==> config.mk <==
export PLATFORM = sky130hd
export DESIGN_NAME = adc_frame_scanner
export DESIGN_NICKNAME = d
export VERILOG_FILES = /design/src/rtl/adc_scan_pkg.sv /design/src/rtl/adc_cmd_decoder.sv /design/src/rtl/adc_scan_ctrl.sv /design/src/rtl/adc_frame_packer.sv /design/src/rtl/adc_frame_scanner.sv
export SDC_FILE = /design/constraint.sdc
export NUM_CORES = 1
export LEC_CHECK = 0
export BUFFER_PORTS_ARGS = -buffer_cell sky130_fd_sc_hd__buf_4
export CAP_MARGIN = 0
export CORE_ASPECT_RATIO = 2
export CORE_MARGIN = 2
export CORE_UTILIZATION = 45
export CTS_BUF_LIST = sky130_fd_sc_hd__clkbuf_4 sky130_fd_sc_hd__clkbuf_8
export DETAILED_ROUTE_END_ITERATION = 12
export PLACE_DENSITY = 0.67
export SYNTH_ARGS = -nofsm -noshare
export SYNTH_HDL_FRONTEND = slang
export SYNTH_HIERARCHICAL = 1
export SYNTH_SLANG_ARGS = --single-unit
==> constraint.sdc <==
create_clock -name clk_i -period 4.5 [get_ports clk_i]
set_input_delay 0.225 -clock clk_i [delete_from_list [all_inputs] [get_ports clk_i]]
set_output_delay 0.225 -clock clk_i [all_outputs]
set_load 0.01 [all_outputs]
==> src/rtl/adc_scan_pkg.sv <==
package adc_scan_pkg;
  typedef enum logic [1:0] {
    S_IDLE = 2'd0,
    S_REQ  = 2'd1,
    S_WAIT = 2'd2
  } scan_state_e;

  localparam logic [7:0] OP_LOAD_LIST = 8'h00;
  localparam logic [7:0] OP_SET_DIO   = 8'h03;
endpackage

==> src/rtl/adc_cmd_decoder.sv <==
module adc_cmd_decoder #(
  parameter int N_CH  = 8,
  parameter int CMD_W = 8
) (
  input  logic                        clk_i,
  input  logic                        rst_ni,
  input  logic                        cmd_valid_i,
  input  logic                        cmd_first_i,
  input  logic [CMD_W-1:0]            cmd_data_i,
  output logic [N_CH-1:0][CMD_W-1:0]  list_o,
  output logic                        dio_mode_o
);
  import adc_scan_pkg::*;
  localparam int IDX_W = (N_CH > 1) ? $clog2(N_CH) : 1;

  logic [N_CH-1:0][CMD_W-1:0] list_q;
  logic [IDX_W-1:0]           wr_idx_q;
  logic                       loading_q;
  logic                       dio_q;

  wire op_byte   = cmd_valid_i && cmd_first_i;
  wire data_byte = cmd_valid_i && !cmd_first_i && loading_q;

  always_ff @(posedge clk_i or negedge rst_ni) begin
    if (!rst_ni) begin
      loading_q <= 1'b0;
      wr_idx_q  <= '0;
      dio_q     <= 1'b0;
    end else if (op_byte) begin
      loading_q <= (cmd_data_i == OP_LOAD_LIST);
      wr_idx_q  <= '0;
      if (cmd_data_i == OP_LOAD_LIST) dio_q <= 1'b0;
      else if (cmd_data_i == OP_SET_DIO) dio_q <= 1'b1;
    end else if (data_byte) begin
      wr_idx_q <= wr_idx_q + 1'b1;
      if (wr_idx_q == IDX_W'(N_CH - 1)) loading_q <= 1'b0;
    end
  end

  for (genvar k = 0; k < N_CH; k++) begin : g_entry
    always_ff @(posedge clk_i or negedge rst_ni) begin
      if (!rst_ni) list_q[k] <= CMD_W'(k);
      else if (data_byte && wr_idx_q == IDX_W'(k)) list_q[k] <= cmd_data_i;
    end
  end

  assign list_o     = list_q;
  assign dio_mode_o = dio_q;
endmodule

==> src/rtl/adc_scan_ctrl.sv <==
module adc_scan_ctrl #(
  parameter int N_CH = 8
) (
  input  logic                                         clk_i,
  input  logic                                         rst_ni,
  input  logic                                         sof_i,
  input  logic                                         buf_full_i,
  input  logic                                         adc_done_i,
  output logic                                         adc_req_o,
  output logic [((N_CH > 1) ? $clog2(N_CH) : 1)-1:0]   idx_o,
  output logic                                         wr_o,
  output logic                                         busy_o,
  output logic                                         frame_valid_o
);
  import adc_scan_pkg::*;
  localparam int IDX_W = (N_CH > 1) ? $clog2(N_CH) : 1;

  scan_state_e      state_q, state_d;
  logic [IDX_W-1:0] idx_q, idx_d;
  logic             valid_q, valid_d;

  wire last = (idx_q == IDX_W'(N_CH - 1));

  always_comb begin
    state_d = state_q;
    idx_d   = idx_q;
    valid_d = 1'b0;
    unique case (state_q)
      S_IDLE: if (sof_i && !buf_full_i) begin
        state_d = S_REQ;
        idx_d   = '0;
      end
      S_REQ: state_d = S_WAIT;
      S_WAIT: if (adc_done_i) begin
        if (last) begin
          state_d = S_IDLE;
          valid_d = 1'b1;
        end else begin
          state_d = S_REQ;
          idx_d   = idx_q + 1'b1;
        end
      end
      default: state_d = S_IDLE;
    endcase
  end

  always_ff @(posedge clk_i or negedge rst_ni) begin
    if (!rst_ni) begin
      state_q <= S_IDLE;
      idx_q   <= '0;
      valid_q <= 1'b0;
    end else begin
      state_q <= state_d;
      idx_q   <= idx_d;
      valid_q <= valid_d;
    end
  end

  assign adc_req_o     = (state_q == S_REQ);
  assign wr_o          = (state_q == S_WAIT) && adc_done_i;
  assign busy_o        = (state_q != S_IDLE);
  assign idx_o         = idx_q;
  assign frame_valid_o = valid_q;
endmodule

==> src/rtl/adc_frame_packer.sv <==
module adc_frame_packer #(
  parameter int N_CH  = 8,
  parameter int RES_W = 16
) (
  input  logic                                        clk_i,
  input  logic                                        rst_ni,
  input  logic                                        wr_i,
  input  logic [((N_CH > 1) ? $clog2(N_CH) : 1)-1:0]  idx_i,
  input  logic [RES_W-1:0]                            data_i,
  output logic [N_CH*RES_W-1:0]                       frame_o
);
  localparam int IDX_W = (N_CH > 1) ? $clog2(N_CH) : 1;

  // slot k: low byte at the lower address
  for (genvar k = 0; k < N_CH; k++) begin : g_slot
    always_ff @(posedge clk_i or negedge rst_ni) begin
      if (!rst_ni) frame_o[k*RES_W +: RES_W] <= '0;
      else if (wr_i && idx_i == IDX_W'(k)) frame_o[k*RES_W +: RES_W] <= data_i;
    end
  end
endmodule

==> src/rtl/adc_frame_scanner.sv <==
module adc_frame_scanner #(
  parameter int N_CH  = 8,
  parameter int CMD_W = 8,
  parameter int RES_W = 16
) (
  input  logic                    clk_i,
  input  logic                    rst_ni,
  input  logic                    sof_i,
  input  logic                    buf_full_i,
  input  logic                    cmd_valid_i,
  input  logic                    cmd_first_i,
  input  logic [CMD_W-1:0]        cmd_data_i,
  output logic                    adc_req_o,
  output logic [CMD_W-1:0]        adc_cmd_o,
  input  logic                    adc_done_i,
  input  logic [RES_W-1:0]        adc_data_i,
  output logic                    frame_valid_o,
  output logic [N_CH*RES_W-1:0]   frame_o,
  output logic                    dio_mode_o
);
  localparam int IDX_W = (N_CH > 1) ? $clog2(N_CH) : 1;

  logic [N_CH-1:0][CMD_W-1:0] list;
  logic [IDX_W-1:0]           idx;
  logic                       wr;
  logic                       busy;

  adc_cmd_decoder #(.N_CH(N_CH), .CMD_W(CMD_W)) u_dec (
    .clk_i, .rst_ni, .cmd_valid_i, .cmd_first_i, .cmd_data_i,
    .list_o(list), .dio_mode_o
  );

  adc_scan_ctrl #(.N_CH(N_CH)) u_ctrl (
    .clk_i, .rst_ni, .sof_i, .buf_full_i, .adc_done_i, .adc_req_o,
    .idx_o(idx), .wr_o(wr), .busy_o(busy), .frame_valid_o
  );

  adc_frame_packer #(.N_CH(N_CH), .RES_W(RES_W)) u_pack (
    .clk_i, .rst_ni, .wr_i(wr), .idx_i(idx), .data_i(adc_data_i), .frame_o
  );

  assign adc_cmd_o = list[idx];
endmodule

# Word level (Yosys, flattened, before mapping)
# Index checks and enable logic that the tools add are counted.
[word_totals]
ff_bits = 203
input_bits = 31
elab_cells = 100
[classes]
addsub = 2
n_lt_le_gt_ge = 1
eq_ne = 20
mux = 20
n_reduce_logical = 35
[ops]
columns = ["operator", "n"]
rows = [
  ["$bmux W8 S3", 1],
  ["$eq A3 B3 Y1 const B", 8],
  ["$logic_and A1 B1 Y1", 21],
  ["$mux W3", 5],
  ["$eq A3 B2 Y1 const B", 4],
  ["$mux W1", 9],
  ["$eq A8 B2 Y1 const B", 1],
  ["$logic_not A8 Y1", 1],
  ["$mux W8", 1],
  ["$reduce_bool A2 Y1", 4],
  ["$add A3 B1 Y3 const B", 2],
  ["$eq A3 B1 Y1 const B", 2],
  ["$logic_not A3 Y1", 2],
  ["$pmux W2 S3", 1],
  ["$pmux W3 S2", 1],
  ["$reduce_and A2 Y1", 3],
  ["$lt A3 B4 Y1 const B", 1],
  ["$mux W2", 2],
  ["$ne A2 B2 Y1 const B", 2],
  ["$reduce_and A4 Y1", 1],
  ["$eq A2 B1 Y1 const B", 1],
  ["$eq A2 B2 Y1 const B", 1],
  ["$logic_not A1 Y1", 2],
  ["$logic_not A2 Y1", 1],
  ["$ne A2 B1 Y1 const B", 1],
]

# Depth between registers and ports, before layout
# Gate-level depths: netlist of the first run.
[depth]
depth_word = 5
mapped_depth = 7

# By module
# The synthesis of the first run kept the hierarchy.
[modules_own_cells]
columns = ["module", "n_inst", "cells_per_inst", "area_per_inst_um2"]
rows = [
  ["adc_frame_packer", 1, 279, 4914.7],
  ["adc_cmd_decoder", 1, 176, 2972.9],
  ["adc_frame_scanner", 1, 29, 550.5],
  ["adc_scan_ctrl", 1, 23, 300.3],
]

# Least setup slack after synthesis of the first run
# OpenSTA, ideal clock, no wires.
[synth_timing]
path_type = "register -> register"
from = "reg u_ctrl.state_q[0]"
to = "reg u_pack.frame_o[21]"
setup_time_ps = 125
t_arrival_ps = 1860
required_time_ps = 4375
setup_slack_ps = 2515
stages_incl_launch_ff = 8
n_path_buf = 3
synth_period_minus_slack_ps = 1985
cell_sequence = "dfrtp_1 or2b_2 nor2_2 buf_4 nor4bb_1 buf_2 buf_6 mux2_2"
[synth_between]
elab_chain_cells = 3
[synth_lines]
columns = ["element", "line", "rtl"]
rows = [
  ["start, declared", "adc_scan_ctrl.sv:18", "scan_state_e state_q, state_d;"],
  ["start signal, assigned", "adc_scan_ctrl.sv:53", "state_q <= state_d;"],
  ["$eq A2 B2 Y1", "adc_scan_ctrl.sv:60", "assign wr_o = (state_q == S_WAIT) && adc_done_i;"],
  ["$logic_and A1 B1 Y1", "adc_scan_ctrl.sv:60", ""],
  ["net wr", "adc_frame_scanner.sv:25", "logic wr;"],
  ["$logic_and A1 B1 Y1", "adc_frame_packer.sv:18", "else if (wr_i && idx_i == IDX_W'(k)) frame_o[k*RES_W +: RES_W] <= data_i;"],
  ["end signal, assigned by index", "adc_frame_packer.sv:18", ""],
  ["end, declared", "adc_frame_packer.sv:10", "output logic [N_CH*RES_W-1:0] frame_o"],
]
# The timed path passes the listed nets, and every way through them passes these cells.
# A chain may end at the register's enable or synchronous reset.

# Final worst setup path of the first run
[layout_timing]
from = "reg u_ctrl.idx_q[0] (netlist: u_ctrl/idx_o[0])"
to = "out adc_cmd_o[2]"
[layout_between]
elab_chain_cells = 2
[layout_lines]
columns = ["element", "line", "rtl"]
rows = [
  ["start, declared", "adc_scan_ctrl.sv:19", "logic [IDX_W-1:0] idx_q, idx_d;"],
  ["start signal, assigned", "adc_scan_ctrl.sv:54", "idx_q <= idx_d;"],
  ["$bmux W8 S3", "adc_frame_scanner.sv:42", "assign adc_cmd_o = list[idx];"],
  ["$mux W8 (not written as such)", "adc_frame_scanner.sv:42", ""],
  ["end, declared", "adc_frame_scanner.sv:14", "output logic [CMD_W-1:0] adc_cmd_o,"],
]
# No other way between the ends. The select of a mux whose other input is x is not followed.

==> results of run 1 <==
[placed cells by master, fill, tap and decap left out, types with 3 or more instances in the layout]
| master | n |
|---|---|
| mux2_4 | 35 |
| nand4_4 | 3 |
| and4_4 | 3 |
| nor4bb_4 | 3 |
| dfstp_2 | 12 |
| clkbuf_8 | 38 |
| mux2_2 | 167 |
| nand4b_2 | 3 |
| dfrtp_1 | 191 |
| clkinv_2 | 6 |
| clkbuf_4 | 9 |
| buf_4 | 175 |
| inv_1 | 6 |
| ha_1 | 8 |
| mux4_1 | 15 |
| o21ai_0 | 3 |
| dlygate4sd3_1 | 26 |
[state kept, by name, indices dropped and copies added (netlist names)]
| register | flops |
|---|---|
| u_ctrl/frame_valid_o | 1 |
| u_dec/list_o | 64 |
| u_pack/frame_o | 128 |
| u_dec/loading_q | 1 |
| u_dec/wr_idx_q | 3 |
| u_dec/dio_mode_o | 1 |
| u_ctrl/idx_o | 3 |
| u_ctrl/state_q | 2 |
[repair_timing]
item | CTS | global route
hold buffers | 26 | 0
buffers inserted | 0 | 0
endpoints found under the setup margin | 0 | 0
endpoints found under the hold margin | 284 | 0
[worst max-delay path by stage]
stage | from | end | slack (ns)
floorplan | u_ctrl/state_q[0]$_DFFE_PN0P_ | u_pack/frame_o[21]$_DFFE_PN0P_ | 2.52
global placement | u_ctrl/state_q[0]$_DFFE_PN0P_ | u_pack/frame_o[38]$_DFFE_PN0P_ | 1.80
detailed placement | u_ctrl/state_q[0]$_DFFE_PN0P_ | u_pack/frame_o[43]$_DFFE_PN0P_ | 1.67
CTS | u_ctrl/idx_o[0]$_DFFE_PN0P_ | adc_cmd_o[2] | 1.48
global route | u_ctrl/idx_o[0]$_DFFE_PN0P_ | adc_cmd_o[7] | 1.44
finish | u_ctrl/idx_o[0]$_DFFE_PN0P_ | adc_cmd_o[2] | 1.54
[cell type report]
class / instances / area share (%)
sequential: 203 / 46.1
multi-input combinational: 269 / 30.8
timing repair buffer: 202 / 14.4
clock buffer: 46 / 5.22
tap: 259 / 2.93
clock inverter: 7 / 0.340
inverter: 7 / 0.238
[power groups by stage]
stage | Clock [W] | Sequential (W) | Combinational (W)
after floorplan | 0 | 0.00236 | 0.000505
after global placement | 0 | 0.00232 | 0.00110
after detailed placement | 0 | 0.00233 | 0.00113
after CTS | 0.00154 | 0.00230 | 0.00115
after global routing | 0.00161 | 0.00233 | 0.00122
final | 0.00149 | 0.00229 | 0.00114
[metal layers]
layer  vias to the layer above  track usage [%]  wire, um
met5                         -                0         0
met4                         0             6.86       550
met3                        42             3.69      1150
met2                       160             37.4     11500
met1                      2677             22.7      7630
li1                       2285                -         -
[stage by stage]
step	utilization, %	cell area (um^2)	power (W)	setup slack [ns]	hold WS, ns
2_1_floorplan	-	8730	0.00286	2.52	-0.0706
3_3_place_gp	53.0	10200	0.00342	1.80	0.424
3_5_place_dp	53.0	10200	0.00346	1.67	0.439
4_1_cts	57.6	11100	0.00499	1.48	0.00167
5_1_grt	57.6	11100	0.00516	1.44	0.0126
6_report	57.6	11100	0.00492	1.54	0.0232
==> run_results.csv, run 1 <==
group,metric,value,unit
hold_path,worstHoldPathCells,2,
sta,worst_pin_slew,1.22,ns
sta,timing.final.setup_violations,0,
synthesis,post_synthesis_instance_total,506,
routing,drt_first_iter_violations,137,
placement,hpwl,14.3,mm
clock_network,tritoncts,"built",
setup_path,cpPeakStageDelay,0.71,ns
setup_path,timing.reg2reg.setup_slack,1.70,ns
setup_path,crit_chain,"buf_4, mux4_1, mux2_2, buf_4",
final_layout,synthToLayoutAreaGrowth,26.6,%
routing,viasPerCell,5.20,
synthesis,synth.cell_area,0.00873,mm^2
sta,post-route-period-util,65.7,%
clock_network,cts_root_buffer,"clkbuf_8",
pwr,power.leakage,5.71,nW
floorplan,num_io_pins,170,
sta,slew_headroom,18.7,%
floorplan,chipHeight,201,um
setup_path,critical_path_peak_fanout,16,
pwr,clockPowerShare,30.3,%
pwr,p_int,0.00355,W
clock_network,ctsResizeCount,0,
sta,fmaxAchievable,338,MHz
sta,drv_slew,0,
global_routing,number_of_global_route_vias_before_repair,5576,
synthesis,synth_warnings,6,
setup_path,critPathKind,"reg -> out",
routing,post-route-drc-count,0,
pwr,powerDensity,445,mW/mm^2
sta,timing.final.crit_period,2.96,ns
hold_path,min_from,"adc_data_i[7]",
clock_network,clock_latency,0.55,ns
routing,drtAntennaViolNets,0,
final_layout,final_nets,751,
clock_network,cts_inserted_buffers,29,
synthesis,post_synth.cell_area_avg,17.3,um^2
floorplan,design.die.area,0.0206,mm^2
final_layout,post_route_cells_drive_above_1_share,63.9,%
clock_network,clock_tree.htree_level_count,1,
setup_path,worst_setup_path_start_kind,"register",
global_routing,grt_max_degree,125,
setup_path,timing.rr.end,"u_pack/frame_o[38]$_DFFE_PN0P_",
routing,via_count,5164,
global_routing,grt_antenna_before_repair,0,
final_layout,register_area,0.00509,mm^2
pwr,sw_frac_of_total,27.7,%
setup_path,cpLargestDelayFamily,"multiplexers",
setup_path,worst_ep_required_time,4.28,ns
pwr,max-vdd-ir-drop,225,uV
floorplan,placementRows,72,
floorplan,initial_cell_density_of_the_core,45.5,%
clock_network,clock_sink_count,203,
routing,1st_pass_router_iterations,4,
final_layout,antenna_cells,0,
setup_path,crit_path_frequent_cell,"buf_4",
setup_path,rr_startpoint,"u_ctrl/state_q[0]$_DFFE_PN0P_",
setup_path,critical-path-slowest-cell,"dfrtp_1",
setup_path,cp_data_arrival_time,2.73,ns
global_routing,grtUsageTotal,20.3,%
routing,routed_wire_length_per_instance,20.9,um
outcome,status,"finished, final reports clean",
hold_path,hold_path_class,"in -> reg",
clock_network,cts.clk_slew.worst_paths,0.06,ns
synthesis,synth_fp_nets,545,
pwr,power.sequential.fraction,46.6,%
sta,setup-tns-final,0,ns
sta,fin_worst_skew,0.0237,ns
global_routing,global_route_wire_length_before_repair,31.8,mm
global_routing,globalRouteOverflowTotal,0,
setup_path,crit_path_end_kind,"output pin",
floorplan,die-width,103,um
final_layout,fillCellCount,1546,
sta,finalHoldViolations,0,
placement,gp_routability_congestion,0.776,
clock_network,clock_tree.buffer_depth,3,
hold_path,whs_endpoint,"u_pack/frame_o[71]$_DFFE_PN0P_",
setup_path,reg2reg_path_depth,4,
sta,rsz_0062_raised_after_global_routing,"no",
final_layout,multi_input_comb_area,0.00340,mm^2
pwr,combPwrFrac,23.1,%
setup_path,worst-path-stages,4,
floorplan,design.core.area,0.0192,mm^2
routing,routed_wl,20.8,mm
placement,placedCellCount,914,
final_layout,final_cell_count_no_fill,993,
run,max_cap_viols,0,
setup_path,buffers_plus_inverters_on_the_worst_setup_path,2,
pwr,p_sw,0.00136,W
placement,numPortBuffers,169,
No activity file was read; power rests on OpenSTA's default activity.
==> inputs of run 2 (changes only) <==
--- a/config.mk
+++ b/config.mk
@@ -5,6 +5,7 @@
 export SDC_FILE = /design/constraint.sdc
 export NUM_CORES = 1
 export LEC_CHECK = 0
+export ABC_AREA = 1
 export BUFFER_PORTS_ARGS = -buffer_cell sky130_fd_sc_hd__buf_4
 export CAP_MARGIN = 0
 export CORE_ASPECT_RATIO = 2
@@ -12,7 +13,7 @@
 export CORE_UTILIZATION = 45
 export CTS_BUF_LIST = sky130_fd_sc_hd__clkbuf_4 sky130_fd_sc_hd__clkbuf_8
 export DETAILED_ROUTE_END_ITERATION = 12
-export PLACE_DENSITY = 0.67
+export PLACE_DENSITY = 0.69
 export SYNTH_ARGS = -nofsm -noshare
 export SYNTH_HDL_FRONTEND = slang
 export SYNTH_HIERARCHICAL = 1
==> constraint.sdc (replaced) <==
create_clock -name clk_i -period 2.5 [get_ports clk_i]
set_input_delay 0.125 -clock clk_i [delete_from_list [all_inputs] [get_ports clk_i]]
set_output_delay 0.125 -clock clk_i [all_outputs]
set_load 0.01 [all_outputs]
==> run 2 against run 1 <==
Against the previous run: clock skew is 0.014 ns lower; design area is 3.0% higher; sequential share of layout area is 1.3 points lower; setup slack worse by 1.4 ns; cell count is 58% higher.
==> run_results.csv, run 2 <==
group,metric,value,unit
routing,1st_pass_router_iterations,5,
clock_network,cts.clk_slew.worst_paths,0.07,ns
floorplan,placementRows,73,
global_routing,number_of_global_route_vias_before_repair,7717,
floorplan,initial_cell_density_of_the_core,45.8,%
setup_path,crit_chain,"dlygate4sd3_1, buf_4, nor2_1, dlygate4sd3_1, nand3_1, nor2_1, dlygate4sd3_1, nor2_1, dlygate4sd3_1",
sta,finalHoldViolations,0,
run,max_cap_viols,0,
pwr,combPwrFrac,25.4,%
routing,routed_wire_length_per_instance,16.6,um
setup_path,crit_path_end_kind,"register",
pwr,power.leakage,6.26,nW
setup_path,critPathKind,"in -> reg",
pwr,sw_frac_of_total,32.1,%
hold_path,min_from,"cmd_data_i[0]",
sta,fin_worst_skew,0.00981,ns
hold_path,hold_path_class,"in -> reg",
clock_network,clock_sink_count,203,
hold_path,worstHoldPathCells,3,
sta,worst_pin_slew,0.657,ns
floorplan,chipHeight,205,um
outcome,status,"finished, final reports clean",
setup_path,timing.rr.end,"u_dec/wr_idx_q[2]$_DFFE_PN0P_",
pwr,max-vdd-ir-drop,614,uV
pwr,power.sequential.fraction,45.0,%
clock_network,cts_root_buffer,"clkbuf_8",
hold_path,whs_endpoint,"u_dec/list_o[32]$_DFFE_PN0P_",
sta,rsz_0062_raised_after_global_routing,"no",
synthesis,post_synth.cell_area_avg,8.37,um^2
clock_network,tritoncts,"built",
floorplan,design.core.area,0.0199,mm^2
floorplan,die-width,105,um
final_layout,mostFrequentLayoutCell,"nand2_1",
setup_path,reg2reg_path_depth,4,
global_routing,grt_max_degree,81,
sta,worst_hold_slack,0.0201,ns
final_layout,regMostFlops,"u_pack/frame_o",
floorplan,num_io_pins,170,
setup_path,cpPeakStageDelay,0.55,ns
sta,post-route-period-util,94.9,%
pwr,clockPowerShare,29.6,%
routing,routed_wl,25.9,mm
final_layout,synthToLayoutAreaGrowth,24.7,%
placement,hpwl,18.5,mm
setup_path,worst_setup_path_start_kind,"primary input",
placement,place_ws,0.542,ns
routing,viasPerCell,4.88,
sta,slew_headroom,56.2,%
final_layout,fillCellCount,1880,
synthesis,synth_warnings,6,
setup_path,critical-path-slowest-cell,"dlygate4sd3_1",
setup_path,timing.reg2reg.setup_slack,0.51,ns
placement,gp_routability_congestion,0.828,
setup_path,worst_ep_required_time,2.93,ns
final_layout,antenna_cells,0,
routing,post-route-drc-count,0,
global_routing,globalRouteOverflowTotal,0,
clock_network,clock_tree.htree_level_count,1,
sta,fmaxAchievable,421,MHz
clock_network,clock_tree.buffer_depth,3,
final_layout,final_nets,1320,
clock_network,clock_latency,0.55,ns
sta,setup-tns-final,0,ns
final_layout,post_route_cells_drive_above_1_share,23.4,%
placement,numPortBuffers,169,
synthesis,synth.cell_area,0.00913,mm^2
synthesis,post_synthesis_instance_total,1091,
sta,timing.final.crit_period,2.37,ns
final_layout,final_cell_mix,"505 x nand2_1, 190 x dfrtp_1, 188 x buf_4",
global_routing,global_route_wire_length_before_repair,41.0,mm
sta,worst_slack,0.127,ns
setup_path,cp_data_arrival_time,2.80,ns
sta,drv_slew,0,
routing,drtAntennaViolNets,0,
floorplan,design.die.area,0.0215,mm^2
sta,timing.final.setup_violations,0,
pwr,powerDensity,763,mW/mm^2
global_routing,grt_antenna_before_repair,0,
pwr,p_int,0.00590,W
pwr,p_sw,0.00279,W
global_routing,grtUsageTotal,24.4,%
setup_path,critical_path_peak_fanout,3,
pwr,power,0.00868,W
setup_path,crit_path_frequent_cell,"dlygate4sd3_1",
clock_network,cts_inserted_buffers,28,
final_layout,largest_register_ffs,128,
routing,via_count,7626,
synthesis,synth_fp_nets,1130,
routing,drt_first_iter_violations,356,
setup_path,rr_startpoint,"u_dec/wr_idx_q[2]$_DFFE_PN0P_",
run 2: cell count changes in the layout (fill, tap and decap cells not counted), moves of 35 or more:
cell / delta
mux2_4: -35
o21ai_1: +35
mux2_2: -167
inv_1: +83
nand3_1: +99
nand2_1: +503
run 2: worst max-delay path by stage:
stage	startpoint	end	slack (ns)
floorplan	u_ctrl/state_q[0]$_DFFE_PN0P_	u_pack/frame_o[69]$_DFFE_PN0P_	0.92
global placement	u_ctrl/state_q[1]$_DFFE_PN0P_	u_pack/frame_o[101]$_DFFE_PN0P_	0.60
detailed placement	u_ctrl/state_q[1]$_DFFE_PN0P_	u_pack/frame_o[14]$_DFFE_PN0P_	0.54
CTS	u_ctrl/idx_o[0]$_DFFE_PN0P_	adc_cmd_o[2]	0.1
global route	cmd_data_i[3]	u_dec/dio_mode_o$_DFFE_PN0P_	0.06
finish	cmd_data_i[3]	u_dec/dio_mode_o$_DFFE_PN0P_	0.13
run 2: final cells by class:
cell class / count / area, um^2 / area share (%)
inverter: 94 / 355 / 3.12
clock inverter: 3 / 15.0 / 0.132
timing repair buffer: 220 / 1750 / 15.3
clock buffer: 48 / 548 / 4.82
multi-input combinational: 734 / 3290 / 28.9
sequential: 203 / 5100 / 44.8
tap: 262 / 328 / 2.88
run 2: critical path: cells and delay by family:
kind                   cells  cell delay (ns)
and+or+nand+nor            4             0.34
buffers and inverters      5             2.32
run 2: layer usage:
| metal | wire length (um) | global-route usage [%] | vias up |
|---|---|---|---|
| li1 | - | - | 3741 |
| met4 | 1440 | 14.3 | 0 |
| met2 | 14100 | 46.2 | 233 |
| met1 | 9180 | 25.3 | 3590 |
| met3 | 1210 | 3.42 | 62 |
| met5 | 0 | 0 | - |
run 2: stage by stage:
stage | instances | area [um^2] | utilization [%]
6_report | 1564 | 11400 | 57.1
5_1_grt | 1564 | 11400 | 57.1
4_1_cts | 1564 | 11400 | 57.1
3_5_place_dp | 1483 | 10500 | 52.8
3_3_place_gp | 1483 | 10500 | 52.8
2_1_floorplan | 1091 | 9130 | -
run 2: what timing repair did:
action	4_1_cts	5_1_grt
endpoints found under the setup margin	0	7
resized for setup	0	1
endpoints found under the hold margin	232	0
buffers inserted	0	0
hold buffers	30	0
run 2: power groups by stage:
stage	clock network, W	registers [W]	logic [W]
after detailed placement	0	0.00394	0.00220
after global placement	0	0.00395	0.00215
after CTS	0.00265	0.00390	0.00224
after global routing	0.00276	0.00395	0.00247
final	0.00257	0.00391	0.00221
after floorplan	0	0.00401	0.00115
==> inputs of run 3 (changes only) <==
--- a/config.mk
+++ b/config.mk
@@ -10,10 +10,11 @@
 export CAP_MARGIN = 0
 export CORE_ASPECT_RATIO = 2
 export CORE_MARGIN = 2
-export CORE_UTILIZATION = 45
+export CORE_UTILIZATION = 50
 export CTS_BUF_LIST = sky130_fd_sc_hd__clkbuf_4 sky130_fd_sc_hd__clkbuf_8
 export DETAILED_ROUTE_END_ITERATION = 12
-export PLACE_DENSITY = 0.69
+export PLACE_DENSITY = 0.76
+export REMOVE_ABC_BUFFERS = 1
 export SYNTH_ARGS = -nofsm -noshare
 export SYNTH_HDL_FRONTEND = slang
 export SYNTH_HIERARCHICAL = 1
==> run 3 against run 2 <==
Against the previous run: clock power increased by 5%; total power increased by 1.2%; worst hold slack improved by 0.16 ns; largest power group unchanged.
==> run_results.csv, run 3 (synthesis gave the netlist of run 2 again) <==
group,metric,value,unit
setup_path,cp_startpoint,"u_ctrl/idx_o[0]$_DFFE_PN0P_",
final_layout,final_area,0.0114,mm^2
routing,via_count,7673,
routing,viasPerCell,5.07,
clock_network,clock_sink_count,203,
routing,drt_first_iter_violations,308,
clock_network,cts_inserted_buffers,29,
sta,rsz_0062_raised_after_global_routing,"no",
run,max_cap_viols,0,
sta,drv_slew,0,
final_layout,regMostFlops,"u_pack/frame_o",
clock_network,tritoncts,"built",
routing,routed_wl,23.9,mm
final_layout,final_cell_mix,"505 x nand2_1, 191 x dfrtp_1, 179 x buf_4",
global_routing,grt_antenna_before_repair,0,
clock_network,cts_hold_bufs,34,
setup_path,cpPeakStageDelay,0.59,ns
pwr,powerDensity,773,mW/mm^2
placement,place_ws,0.527,ns
setup_path,crit_chain,"buf_4, nand2_1, nand3_1, nand2_1, nand2_1, nand2_1, buf_4",
sta,worst_pin_slew,0.966,ns
setup_path,rr_startpoint,"u_ctrl/state_q[1]$_DFFE_PN0P_",
setup_path,worst_setup_path_start_kind,"register",
routing,routed_wire_length_per_instance,15.8,um
sta,timing.final.setup_violations,0,
placement,numPortBuffers,169,
global_routing,grtUsageTotal,24.7,%
clock_network,cts_post_setup_buffers_inserted,0,
clock_network,clock_tree.htree_level_count,1,
placement,gp_routability_congestion,0.857,
sta,finalHoldViolations,0,
clock_network,cts.clk_slew.worst_paths,0.07,ns
final_layout,antenna_cells,0,
sta,setup-tns-final,0,ns
setup_path,worst_ep_required_time,2.38,ns
routing,drtAntennaViolNets,0,
setup_path,crit_path_frequent_cell,"nand2_1",
final_layout,mostFrequentLayoutCell,"nand2_1",
sta,fin_worst_skew,0.0145,ns
setup_path,reg2reg_path_depth,6,
setup_path,critical-path-slowest-cell,"dfrtp_1",
sta,worst_slack,0.214,ns
floorplan,design.core.area,0.0179,mm^2
floorplan,design.die.area,0.0194,mm^2
setup_path,critPathCapture,"adc_cmd_o[5]",
clock_network,ctsResizeCount,0,
global_routing,number_of_global_route_vias_before_repair,7437,
placement,placedCellCount,1426,
final_layout,final_nets,1317,
pwr,power,0.00879,W
floorplan,placementRows,69,
clock_network,clock_tree.buffer_depth,3,
pwr,power.leakage,6.26,nW
sta,post-route-period-util,91.4,%
hold_path,hold_path_class,"in -> async",
final_layout,synthToLayoutAreaGrowth,24.6,%
global_routing,global_route_wire_length_before_repair,38.2,mm
pwr,max-vdd-ir-drop,401,uV
setup_path,crit_path_end_kind,"output pin",
final_layout,post_route_cells_drive_above_1_share,22.9,%
floorplan,num_io_pins,170,
setup_path,critPathKind,"reg -> out",
setup_path,cp_data_arrival_time,2.16,ns
sta,fmaxAchievable,437,MHz
floorplan,die-width,99.5,um
setup_path,critical_path_peak_fanout,32,
final_layout,fillCellCount,1496,
placement,hpwl,16.4,mm
final_layout,largest_register_ffs,128,
outcome,status,"finished, final reports clean",
routing,post-route-drc-count,0,
clock_network,clock_latency,0.54,ns
floorplan,chipHeight,195,um
routing,1st_pass_router_iterations,4,
placement,placed_area,0.0104,mm^2
final_layout,final_cell_count_no_fill,1512,
global_routing,globalRouteOverflowTotal,0,
floorplan,initial_cell_density_of_the_core,51.1,%
global_routing,grt_max_degree,81,
setup_path,timing.reg2reg.setup_slack,0.49,ns
clock_network,cts_root_buffer,"clkbuf_8",
setup_path,timing.rr.end,"u_pack/frame_o[94]$_DFFE_PN0P_",
sta,timing.final.crit_period,2.29,ns
sta,slew_headroom,35.4,%
-- run 3: how the worst min path moves through the flow --
stage               startpoint                              end  slack (ns)  cells after the start
global route            rst_ni  u_pack/frame_o[113]$_DFFE_PN0P_        0.21                      2
CTS                     rst_ni  u_pack/frame_o[113]$_DFFE_PN0P_        0.18                      2
floorplan               rst_ni   u_ctrl/frame_valid_o$_DFF_PN0_       -0.17                      0
detailed placement      rst_ni  u_pack/frame_o[113]$_DFFE_PN0P_        0.21                      1
finish                  rst_ni  u_pack/frame_o[113]$_DFFE_PN0P_        0.18                      2
global placement        rst_ni  u_pack/frame_o[119]$_DFFE_PN0P_        0.21                      1
-- run 3: layout make-up --
cell class,count,area (um^2),share of cell area [%]
multi-input combinational,734,3290,28.9
clock inverter,2,16.3,0.143
inverter,94,355,3.13
clock buffer,50,607,5.34
sequential,203,5090,44.8
timing repair buffer,216,1740,15.3
tap,213,267,2.34
-- run 3: through the flow --
stage               util [%]  hold WS [ns]
floorplan                  -        -0.171
global placement        58.2         0.207
detailed placement      58.2         0.205
finish                  63.6         0.175
global route            63.6         0.213
CTS                     63.6         0.184
-- run 3: power by group --
| group | switching (W) | leakage [nW] | internal (W) | total, W |
|---|---|---|---|---|
| logic | 0.00131 | 3.18 | 0.000886 | 0.00220 |
| clock network | 0.00119 | 0.331 | 0.00152 | 0.00271 |
| registers | 0.000255 | 2.75 | 0.00362 | 0.00388 |
| total | 0.00276 | 6.26 | 0.00603 | 0.00879 |
-- run 3: metal layers --
layer  GRT usage [%]  wire length (um)
met5               0                 0
met4            14.0              1330
met3            3.29              1430
met2            43.7             12400
met1            28.2              8750
-- run 3: critical path, delay by kind of cell, from the launching register on --
kind / cells / cell delay (ns)
buf+inv: 2 / 0.57
flops: 1 / 0.59
simple gates: 5 / 0.46
